<file path="src/rtl/victim_store_pkg.sv">
// Shared definitions for the evicted-block side buffer.
// Assumes nothing beyond being compiled before the modules that import it.
package victim_store_pkg;

    // Where an accepted insert lands in the entry array
    typedef enum logic [1:0] {
        PLACE_NONE   = 2'd0,
        PLACE_FREE   = 2'd1,
        PLACE_SWAP   = 2'd2,
        PLACE_OLDEST = 2'd3
    } place_e;

endpackage

</file>
<file path="src/rtl/vs_pick.sv">
// Lowest-index picker: reports whether any bit of a request vector is set
// and the index of the lowest set bit.
// Assumes ENTRIES >= 2.
module vs_pick #(
    parameter int ENTRIES = 8
) (
    input  logic [ENTRIES-1:0]         vec,
    output logic                       found,
    output logic [$clog2(ENTRIES)-1:0] idx
);
    localparam int IDX_W = $clog2(ENTRIES);

    // Scan from the top so the lowest set bit is the last to write
    always_comb begin
        found = 1'b0;
        idx   = '0;
        for (int i = ENTRIES - 1; i >= 0; i--) begin
            if (vec[i]) begin
                found = 1'b1;
                idx   = IDX_W'(i);
            end
        end
    end
endmodule

</file>
<file path="src/rtl/vs_match.sv">
// Parallel address compare: one comparator per entry against the probe key,
// a match vector, and its encoded index.
// Assumes the owner never stores the same block address in two valid entries.
module vs_match #(
    parameter int ENTRIES = 8,
    parameter int ADDR_W  = 26
) (
    input  logic                       clk,
    input  logic                       rst_n,
    input  logic [ENTRIES-1:0]         valid,
    input  logic [ADDR_W-1:0]          tags [ENTRIES],
    input  logic [ADDR_W-1:0]          key,
    output logic [ENTRIES-1:0]         match,
    output logic                       any,
    output logic [$clog2(ENTRIES)-1:0] idx
);
    localparam int IDX_W = $clog2(ENTRIES);

    // One comparator per entry
    for (genvar g = 0; g < ENTRIES; g++) begin : g_cmp
        assign match[g] = valid[g] && (tags[g] == key);
    end

    assign any = |match;

    // OR-encode the match vector (valid because it is at most one-hot)
    always_comb begin
        idx = '0;
        for (int i = 0; i < ENTRIES; i++) begin
            if (match[i]) idx = idx | IDX_W'(i);
        end
    end

    AST_MATCH_ONEHOT: assert property (@(posedge clk) disable iff (!rst_n)
        $onehot0(match));
endmodule

</file>
<file path="src/rtl/vs_order.sv">
// Insertion-age tracker. Each valid entry holds a dense rank: 0 is the newest,
// count-1 the oldest. A push makes a slot newest, and a pop closes the gap it
// leaves. The oldest entry is flagged when the rank reaches ENTRIES-1.
// Assumes push and pop are never asserted together.
module vs_order #(
    parameter int ENTRIES = 8
) (
    input  logic                       clk,
    input  logic                       rst_n,
    input  logic [ENTRIES-1:0]         valid,
    input  logic                       push,
    input  logic [$clog2(ENTRIES)-1:0] push_slot,
    input  logic                       pop,
    input  logic [$clog2(ENTRIES)-1:0] pop_slot,
    output logic [ENTRIES-1:0]         oldest_vec
);
    localparam int IDX_W = $clog2(ENTRIES);
    localparam int RK_W  = IDX_W + 1;

    logic [IDX_W-1:0] rank [ENTRIES];
    logic [RK_W-1:0]  push_limit;
    logic [IDX_W-1:0] pop_rank;

    // Ranks below this value age by one on a push (free slot: all of them)
    always_comb begin
        push_limit = valid[push_slot] ? {1'b0, rank[push_slot]} : RK_W'(ENTRIES);
        pop_rank   = rank[pop_slot];
    end

    for (genvar g = 0; g < ENTRIES; g++) begin : g_rank
        // Per-entry rank update on push or pop
        always_ff @(posedge clk) begin
            if (!rst_n) begin
                rank[g] <= '0;
            end else if (push && (push_slot == IDX_W'(g))) begin
                rank[g] <= '0;
            end else if (push && valid[g] && ({1'b0, rank[g]} < push_limit)) begin
                rank[g] <= rank[g] + 1'b1;
            end else if (pop && valid[g] && (rank[g] > pop_rank)) begin
                rank[g] <= rank[g] - 1'b1;
            end
        end

        assign oldest_vec[g] = valid[g] && (rank[g] == IDX_W'(ENTRIES - 1));

        AST_RANK_DENSE: assert property (@(posedge clk) disable iff (!rst_n)
            valid[g] |-> (int'(rank[g]) < $countones(valid)));
    end

    AST_OLDEST_UNIQUE: assert property (@(posedge clk) disable iff (!rst_n)
        (&valid) |-> $onehot(oldest_vec));
endmodule

</file>
<file path="src/rtl/vs_holding.sv">
// Single write-back register toward the next level with a valid/ready
// handshake. It loads a dirty pushed-out block, and a matching probe may
// withdraw it.
// Assumes the owner only loads while the register is empty.
module vs_holding #(
    parameter int ADDR_W = 26,
    parameter int DATA_W = 64
) (
    input  logic              clk,
    input  logic              rst_n,
    input  logic              load,
    input  logic [ADDR_W-1:0] load_addr,
    input  logic [DATA_W-1:0] load_data,
    input  logic              cancel,
    input  logic              out_ready,
    output logic              out_valid,
    output logic [ADDR_W-1:0] out_addr,
    output logic [DATA_W-1:0] out_data
);
    // Occupancy: set on load, cleared by handshake or withdrawal
    always_ff @(posedge clk) begin
        if (!rst_n) begin
            out_valid <= 1'b0;
        end else if (load) begin
            out_valid <= 1'b1;
        end else if (cancel || out_ready) begin
            out_valid <= 1'b0;
        end
    end

    // Payload capture on load
    always_ff @(posedge clk) begin
        if (load) begin
            out_addr <= load_addr;
            out_data <= load_data;
        end
    end

    AST_LOAD_WHEN_IDLE: assert property (@(posedge clk) disable iff (!rst_n)
        load |-> !out_valid);

    AST_WB_HOLD: assert property (@(posedge clk) disable iff (!rst_n)
        (out_valid && !out_ready && !cancel) |=>
            (out_valid && $stable(out_addr) && $stable(out_data)));
endmodule

</file>
<file path="src/rtl/victim_store.sv">
// Evicted-block side buffer. It holds ENTRIES fully associative blocks shared
// by all sets of a small cache, answers miss probes in the same cycle, swaps a
// hit block for the cache's new victim, pushes out by insertion age, and parks
// dirty pushed-out blocks for the next level.
// Assumes the cache never inserts an address already resident here or pending
// write-back, and never inserts the address it probes in the same cycle.
module victim_store #(
    parameter int ENTRIES = 8,
    parameter int ADDR_W  = 26,
    parameter int DATA_W  = 64
) (
    input  logic              clk,
    input  logic              rst_n,
    input  logic              ins_valid,
    output logic              ins_ready,
    input  logic [ADDR_W-1:0] ins_addr,
    input  logic [DATA_W-1:0] ins_data,
    input  logic              ins_dirty,
    input  logic              probe_valid,
    input  logic [ADDR_W-1:0] probe_addr,
    output logic              probe_hit,
    output logic [DATA_W-1:0] probe_data,
    output logic              probe_dirty,
    output logic              wb_valid,
    input  logic              wb_ready,
    output logic [ADDR_W-1:0] wb_addr,
    output logic [DATA_W-1:0] wb_data
);
    import victim_store_pkg::*;

    localparam int IDX_W = $clog2(ENTRIES);

    // Entry storage
    logic [ENTRIES-1:0] valid_q;
    logic [ADDR_W-1:0]  addr_q  [ENTRIES];
    logic [DATA_W-1:0]  data_q  [ENTRIES];
    logic [ENTRIES-1:0] dirty_q;

    // Lookup and selection
    logic [ENTRIES-1:0] match_vec;
    logic               buf_hit;
    logic [IDX_W-1:0]   match_idx;
    logic               free_found;
    logic [IDX_W-1:0]   free_idx;
    logic [ENTRIES-1:0] oldest_vec;
    logic               old_found;
    logic [IDX_W-1:0]   old_idx;

    // Control
    logic               probe_hit_buf;
    logic               probe_hit_wb;
    logic               ins_fire;
    logic               remove;
    logic               wb_load;
    place_e             place;
    logic [IDX_W-1:0]   place_slot;

    vs_match #(
        .ENTRIES (ENTRIES),
        .ADDR_W  (ADDR_W)
    ) u_match (
        .clk   (clk),
        .rst_n (rst_n),
        .valid (valid_q),
        .tags  (addr_q),
        .key   (probe_addr),
        .match (match_vec),
        .any   (buf_hit),
        .idx   (match_idx)
    );

    vs_pick #(
        .ENTRIES (ENTRIES)
    ) u_free (
        .vec   (~valid_q),
        .found (free_found),
        .idx   (free_idx)
    );

    vs_order #(
        .ENTRIES (ENTRIES)
    ) u_order (
        .clk        (clk),
        .rst_n      (rst_n),
        .valid      (valid_q),
        .push       (place != PLACE_NONE),
        .push_slot  (place_slot),
        .pop        (remove),
        .pop_slot   (match_idx),
        .oldest_vec (oldest_vec)
    );

    vs_pick #(
        .ENTRIES (ENTRIES)
    ) u_oldest (
        .vec   (oldest_vec),
        .found (old_found),
        .idx   (old_idx)
    );

    vs_holding #(
        .ADDR_W (ADDR_W),
        .DATA_W (DATA_W)
    ) u_hold (
        .clk       (clk),
        .rst_n     (rst_n),
        .load      (wb_load),
        .load_addr (addr_q[old_idx]),
        .load_data (data_q[old_idx]),
        .cancel    (probe_hit_wb),
        .out_ready (wb_ready),
        .out_valid (wb_valid),
        .out_addr  (wb_addr),
        .out_data  (wb_data)
    );

    // Handshake and hit qualification
    always_comb begin
        probe_hit_buf = probe_valid && buf_hit;
        probe_hit_wb  = probe_valid && wb_valid && (wb_addr == probe_addr);
        ins_ready     = !wb_valid;
        ins_fire      = ins_valid && ins_ready;
        remove        = probe_hit_buf && !ins_fire;
    end

    // Choose the slot for an accepted insert: swap, then free, then oldest
    always_comb begin
        place      = PLACE_NONE;
        place_slot = '0;
        if (ins_fire) begin
            if (probe_hit_buf) begin
                place      = PLACE_SWAP;
                place_slot = match_idx;
            end else if (free_found) begin
                place      = PLACE_FREE;
                place_slot = free_idx;
            end else if (old_found) begin
                place      = PLACE_OLDEST;
                place_slot = old_idx;
            end
        end
        wb_load = (place == PLACE_OLDEST) && dirty_q[old_idx];
    end

    // Probe response from an entry, the write-back register, or nothing
    always_comb begin
        probe_hit   = probe_hit_buf || probe_hit_wb;
        probe_data  = '0;
        probe_dirty = 1'b0;
        if (probe_hit_buf) begin
            probe_data  = data_q[match_idx];
            probe_dirty = dirty_q[match_idx];
        end else if (probe_hit_wb) begin
            probe_data  = wb_data;
            probe_dirty = 1'b1;
        end
    end

    for (genvar g = 0; g < ENTRIES; g++) begin : g_entry
        // Entry valid and dirty flags: set by placement, cleared by removal
        always_ff @(posedge clk) begin
            if (!rst_n) begin
                valid_q[g] <= 1'b0;
                dirty_q[g] <= 1'b0;
            end else if ((place != PLACE_NONE) && (place_slot == IDX_W'(g))) begin
                valid_q[g] <= 1'b1;
                dirty_q[g] <= ins_dirty;
            end else if (remove && (match_idx == IDX_W'(g))) begin
                valid_q[g] <= 1'b0;
            end
        end

        // Entry address and payload capture on placement
        always_ff @(posedge clk) begin
            if ((place != PLACE_NONE) && (place_slot == IDX_W'(g))) begin
                addr_q[g] <= ins_addr;
                data_q[g] <= ins_data;
            end
        end
    end

    AST_FILL_ADDS_ONE: assert property (@(posedge clk) disable iff (!rst_n)
        (ins_fire && !probe_hit_buf && free_found) |=>
            ($countones(valid_q) == $past($countones(valid_q)) + 1));

    AST_REMOVE_CLEARS: assert property (@(posedge clk) disable iff (!rst_n)
        (probe_hit_buf && !ins_fire) |=> !valid_q[$past(match_idx)]);

    AST_SWAP_SLOT: assert property (@(posedge clk) disable iff (!rst_n)
        (ins_fire && probe_hit_buf) |=>
            (valid_q[$past(match_idx)] &&
             (addr_q[$past(match_idx)] == $past(ins_addr))));

    AST_CANCEL_WITHDRAWS: assert property (@(posedge clk) disable iff (!rst_n)
        probe_hit_wb |=> !wb_valid);
endmodule

</file>
<file path="config.mk">
export PLATFORM = sky130hd
export DESIGN_NAME = victim_store
export DESIGN_NICKNAME = d
export VERILOG_FILES = /design/src/rtl/victim_store_pkg.sv /design/src/rtl/vs_pick.sv /design/src/rtl/vs_match.sv /design/src/rtl/vs_order.sv /design/src/rtl/vs_holding.sv /design/src/rtl/victim_store.sv
export SDC_FILE = /design/constraint.sdc
export NUM_CORES = 2
export LEC_CHECK = 0
export BUFFER_PORTS_ARGS = -buffer_cell sky130_fd_sc_hd__buf_2
export CAP_MARGIN = 10
export CORE_ASPECT_RATIO = 1.4
export CORE_UTILIZATION = 65
export DETAILED_ROUTE_END_ITERATION = 10
export PLACE_DENSITY = 0.85
export SYNTH_ARGS = -nofsm -noshare
export SYNTH_HDL_FRONTEND = slang
export SYNTH_HIERARCHICAL = 1
export SYNTH_SLANG_ARGS = --single-unit
</file>
<file path="constraint.sdc">
create_clock -name clk -period 25 [get_ports clk]
set_input_delay 3.75 -clock clk [delete_from_list [all_inputs] [get_ports clk]]
set_output_delay 3.75 -clock clk [all_outputs]
set_load 0.05 [all_outputs]
</file>
# After elaboration in Yosys (flattened, before gate mapping)
# Memories as Yosys holds them, arrays and structs flattened. A register that Yosys moved wholly into a read port is not among the register bits.
# Cells that the tools add are included.
# word_totals
regBits,251
latch_bits,0
mem_bits_rw,536
romBits,0
inputBits,122
output_inout_bits,158
word_cells,445
mem_count,2
# op_classes
n_addsub,16
n_mul,0
div_mod_pow,0
n_lt_le_gt_ge,20
n_eq_ne,32
shift,0
mux,229
bitwise,26
n_reduce_logical,94
# mem_list
name,depth,width,rd,rd_clocked_by_memory_dff,wr,line_no,text
data_q,8,64,2,1,1,victim_store.sv:36,logic [DATA_W-1:0] data_q [ENTRIES];
u_order.rank,8,3,10,0,8,vs_order.sv:20,logic [IDX_W-1:0] rank [ENTRIES];
# ops
cell,count
$mux W64,9
$reduce_or A64 Y1,7
$eq A26 B26 Y1,9
$mux W3,55
$mux W1,152
$bmux W26 S3,1
$logic_and A1 B1 Y1,70
$mux W26,2
$eq A3 B3 Y1 const B,16
$lt A3 B4 Y1,8
$add A3 B1 Y3 const B,8
$gt A3 B3 Y1,8
$or A1 B1 Y1,24
$sub A3 B1 Y3 const B,8
$reduce_bool A2 Y1,10
$eq A3 B2 Y1 const B,4
$lt A3 B4 Y1 const B,3
$mux W2,6
$bmux W1 S3,3
$not A8 Y8,1
$reduce_or A8 Y1,1
$eq A3 B1 Y1 const B,2
$logic_not A3 Y1,2
$ge A4 B4 Y1 const B,1
other kinds (5),7

# Logic depth before layout (Yosys ltp)
# An unclocked memory read counts as a cell.
# depth
depth_word,27
depth_mapped,22

# Hierarchy
# The synthesis kept the hierarchy.
# modules_own_cells
module,n_inst,cells_per_inst,area_per_inst_um2,seq_area_each_um2
victim_store,1,1594,33021.7,21941.0
vs_order,1,352,3409.5,720.7
vs_holding,1,93,2742.6,2722.6
vs_match,1,317,2541.2,0.0
vs_pick,2,13,80.1,0.0

# Worst setup path after synthesis
# No wires, ideal clock.
# synth_timing
path_type,input -> register
from,input port probe_addr[2]
to,register u_hold.out_valid
arrival_time_ps,14962
required_ps,24903
slack_ps,9941
cell_stages,11
path_cell_list,buf_2 -> xnor2_1 -> nand4_1 -> or4_1 -> nor4_2 -> nand4b_1 -> or4_1 -> and2_0 -> clkbuf_1 -> nor4_1 -> o21a_1
# synth_via
elab_chain_cells,9
word_cells_on_any_way,27
cone_classes,10 x eq/ne; 3 x mux; 14 x reduce/logical
# synth_rtl
item,line_no,text
from (decl),victim_store.sv:20,"input logic [ADDR_W-1:0] probe_addr,"
$eq A26 B26 Y1 (*),vs_match.sv:21,assign match[g] = valid[g] && (tags[g] == key);
$logic_and A1 B1 Y1 (*),vs_match.sv:21,
net match_vec[7],victim_store.sv:40,logic [ENTRIES-1:0] match_vec;
$reduce_or A8 Y1 (*),vs_match.sv:24,assign any = |match;
net buf_hit,victim_store.sv:41,logic buf_hit;
$logic_and A1 B1 Y1 (*),victim_store.sv:119,probe_hit_buf = probe_valid && buf_hit;
$mux W2 (*),victim_store.sv:131,if (probe_hit_buf) begin
$mux W2 (*),victim_store.sv:130,if (ins_fire) begin
$eq A2 B2 Y1 (*),victim_store.sv:142,wb_load = (place == PLACE_OLDEST) && dirty_q[old_idx];
$logic_and A1 B1 Y1 (*),victim_store.sv:142,
net wb_load,victim_store.sv:54,logic wb_load;
$mux W1 / $reduce_bool A2 Y1 (equally long branches),-,
to (signal assigned),vs_holding.sv:23,out_valid <= 1'b0;
to (signal assigned),vs_holding.sv:25,out_valid <= 1'b1;
to (signal assigned),vs_holding.sv:27,out_valid <= 1'b0;
to (decl),vs_holding.sv:16,"output logic out_valid,"
# Mark *: on every way through the listed nets, which the timed path passes. The rest lies on a longest branch.
# A chain may end at the register's enable or synchronous reset.

# Final worst setup path
# layout_timing
from,input port probe_addr[6]
to,output port probe_data[10]
# layout_via
word_cells_on_any_way,30
cone_classes,9 x eq/ne; 9 x mux; 11 x reduce/logical; 1 x memory
# layout_lines
item,line_no,text
$eq A26 B26 Y1,vs_match.sv:21,
$logic_and A1 B1 Y1,vs_match.sv:21,
net match_vec[7],victim_store.sv:40,
$mux W3,vs_match.sv:30,if (match[i]) idx = idx | IDX_W'(i);
net match_idx[0],victim_store.sv:42,logic [IDX_W-1:0] match_idx;
$mem_v2 Z8 W64,-,
$mux W64,victim_store.sv:150,if (probe_hit_buf) begin
to (decl),victim_store.sv:22,"output logic [DATA_W-1:0] probe_data,"
# The timed path passes the listed nets, and every way through them passes these cells.

==> out/qor.yml <==
clocking:
  cts.clk_slew.worst_paths_ps: 60
  cts_inserted_buffers: 79
  post-cts-setup-buffers: 0
  root_buffer: "clkbuf_16"
  cts_tree: "built"
  cts_resized: 0
  cts_htree_levels: 3
  cts_buffer_depth: 3
  postCtsHoldBufs: 0
  cts_sinks: 851
  clk_latency_ps: 660
final_layout:
  syn2layout_area_growth_pct: 11.4
  drive_gt1_share_pct: 33.1
  fin_nets: 2799
  final_area_sq_um: 46600
timing:
  timing.fmax_ghz: 0.0787
  report.final.setup_viol: 0
  finalSetupTns_ps: 0
  maxSlewViolCount: 0
  worstMarginPinSlew_ps: 1260
  hold_violations: 0
  min_period_ps: 12700
  clock_skew_ps: 32.0
  fin_crit_sh_pct: 50.8
  rsz0062_at_grt: "no"
  relSlewSlack_pct: 13.8
routing:
  vias: 25500
  routed_wl_mm: 119
  first_pass_iters: 7
  drt_iter0_drc: 2887
  vias_per_cell: 7.24
  drc: 0
  wl_per_cell_um: 33.7
  ant_nets: 0
floorplanning:
  initial_core_util_pct: 66.0
  core_sq_um: 63400
  die_h_um: 302
  io-pin-count: 280
  die_area_sq_um: 65400
  rows: 109
  die_w_um: 216
setup_path:
  required_ps: 21250
  cp_cell_sequence: "buf_2 > xnor2_1 > nand4_1 > or4_1 > nor4_2 > nor2_1 > nand3_4 > buf_4 > buf_4 > mux4_2 > mux2i_1 > o32ai_1 > buf_2"
  slowest_stage: "buf_4"
  reg2reg_from: "addr_q[6]$_DFFE_PP_"
  worstSetupPathType: "in2out"
  critPathMaxStageDelay_ps: 910
  path_max_fanout: 53
  start_kind: "input pin"
  worstPathArrival_ps: 8950
  endpoint_kind: "primary output"
  critPathLaunch: "probe_addr[6]"
logic_synthesis:
  netlist_area_sq_um: 41900
  syn_nets: 2564
  yosys_warnings: 6
  syn_avg_cell_area_sq_um: 17.6
  syn_inst: 2378
grt:
  grt_overflow_total: 0
  antenna_found_initial: 18
  grt_pass1_wl_mm: 172
  grt_use_met2_pct: 61.1
  grt_pass1_vias: 26400
  use_met3_pct: 7.09
  grt_util_all_layers_pct: 36.7
  grt_max_degree: 141
  busiest_layer: "met2"
  grtUsageMet1_pct: 45.0
run:
  maxCapViolCount: 0
placed_design:
  dp_hpwl_mm: 71.6
  gp_congestion: 1.05
  postPlaceCellArea_sq_um: 43900
  numPortBuffers: 279
worst_hold_path:
  hold_class: "reg2reg"
  hold_start: "dirty_q[3]$_SDFFE_PN0P_"
power:
  peakVddDrop_mv: 0.0778
  cellLeakagePower_nw: 15.2
  pwr_density_cell_nw_per_um2: 64.6
run_status:
  status: "finished clean"
-- sequential cells by signal, summed over array words and instances, names as in the netlist --
register,count
addr_q,208
data_q,512
dirty_q,8
u_hold/out_addr,26
u_hold/out_data,64
u_hold/out_valid,1
u_order/rank,24
valid_q,8
-- where the power goes --
part           total [mW]  internal [mW]  switching [mW]
Clock                1.25          0.708           0.547
Combinational       0.161         0.0631          0.0975
Sequential           1.60           1.59          0.0125
-- metrics by stage --
step | util, % | total power [mW] | cells | hold WS [ps] | setup slack (ps)
after floorplan | - | 1.72 | 2378 | 441 | 9940
after global placement | 69.2 | 1.77 | 3364 | 460 | 12350
after detailed placement | 69.2 | 1.78 | 3364 | 472 | 12310
after CTS | 73.5 | 3.02 | 3511 | 484 | 12310
after global routing | 73.5 | 3.07 | 3516 | 505 | 12080
final | 73.5 | 3.01 | 3523 | 481 | 12300
-- worst max-delay path: cells and delay by family --
| family | cells | cell delay, ps |
|---|---|---|
| xor+xnor | 1 | 460 |
| simple gates | 5 | 1300 |
| buf+inv | 4 | 2140 |
| mux | 2 | 970 |
| compound gates | 1 | 150 |
-- area by class of cell --
cell class | count | area (sq um)
sequential | 851 | 25400
inverter | 42 | 170
clock inverter | 50 | 627
antenna | 12 | 30.0
tap | 832 | 1040
multi-input combinational | 1324 | 15600
clock buffer | 97 | 2050
timing repair buffer | 315 | 1690
fill | 3696 | 16800
-- metal layers --
metal / share of wire, % / vias to the layer above
met3: 9.6 / 361
li1: - / 10300
met4: 6.3 / 18
met2: 50 / 1738
met5: 0.11 / -
met1: 34 / 13100
-- cell usage in the layout, fill, tap and decap left out, types with 16 or more instances in the layout --
| cell | count |
|---|---|
| buf_2 | 279 |
| buf_4 | 34 |
| clkbuf_1 | 17 |
| clkbuf_16 | 79 |
| dfxtp_1 | 17 |
| edfxtp_1 | 834 |
| ha_1 | 64 |
| inv_1 | 37 |
| mux2_2 | 94 |
| mux2i_1 | 96 |
| mux4_2 | 319 |
| nand2_1 | 53 |
| nand2b_1 | 20 |
| nand3_1 | 94 |
| nand4_1 | 48 |
| nor2_1 | 19 |
| nor4_1 | 27 |
| o21a_1 | 16 |
| o21ai_0 | 31 |
| o32ai_1 | 65 |
| xnor2_1 | 153 |
| xor2_1 | 88 |
-- worst paths after layout --
check | depth (start not counted) | to | slack, ps
hold / removal | 2 | dirty_q[3]$_SDFFE_PN0P_ | 480
hold reg to reg | 2 | dirty_q[3]$_SDFFE_PN0P_ | 480
setup reg to reg | 19 | u_order/rank[4][1]$_SDFFCE_PN0P_ | 17250
setup / recovery | 13 | probe_data[10] | 12300
No activity file was read; power rests on OpenSTA's default activity.
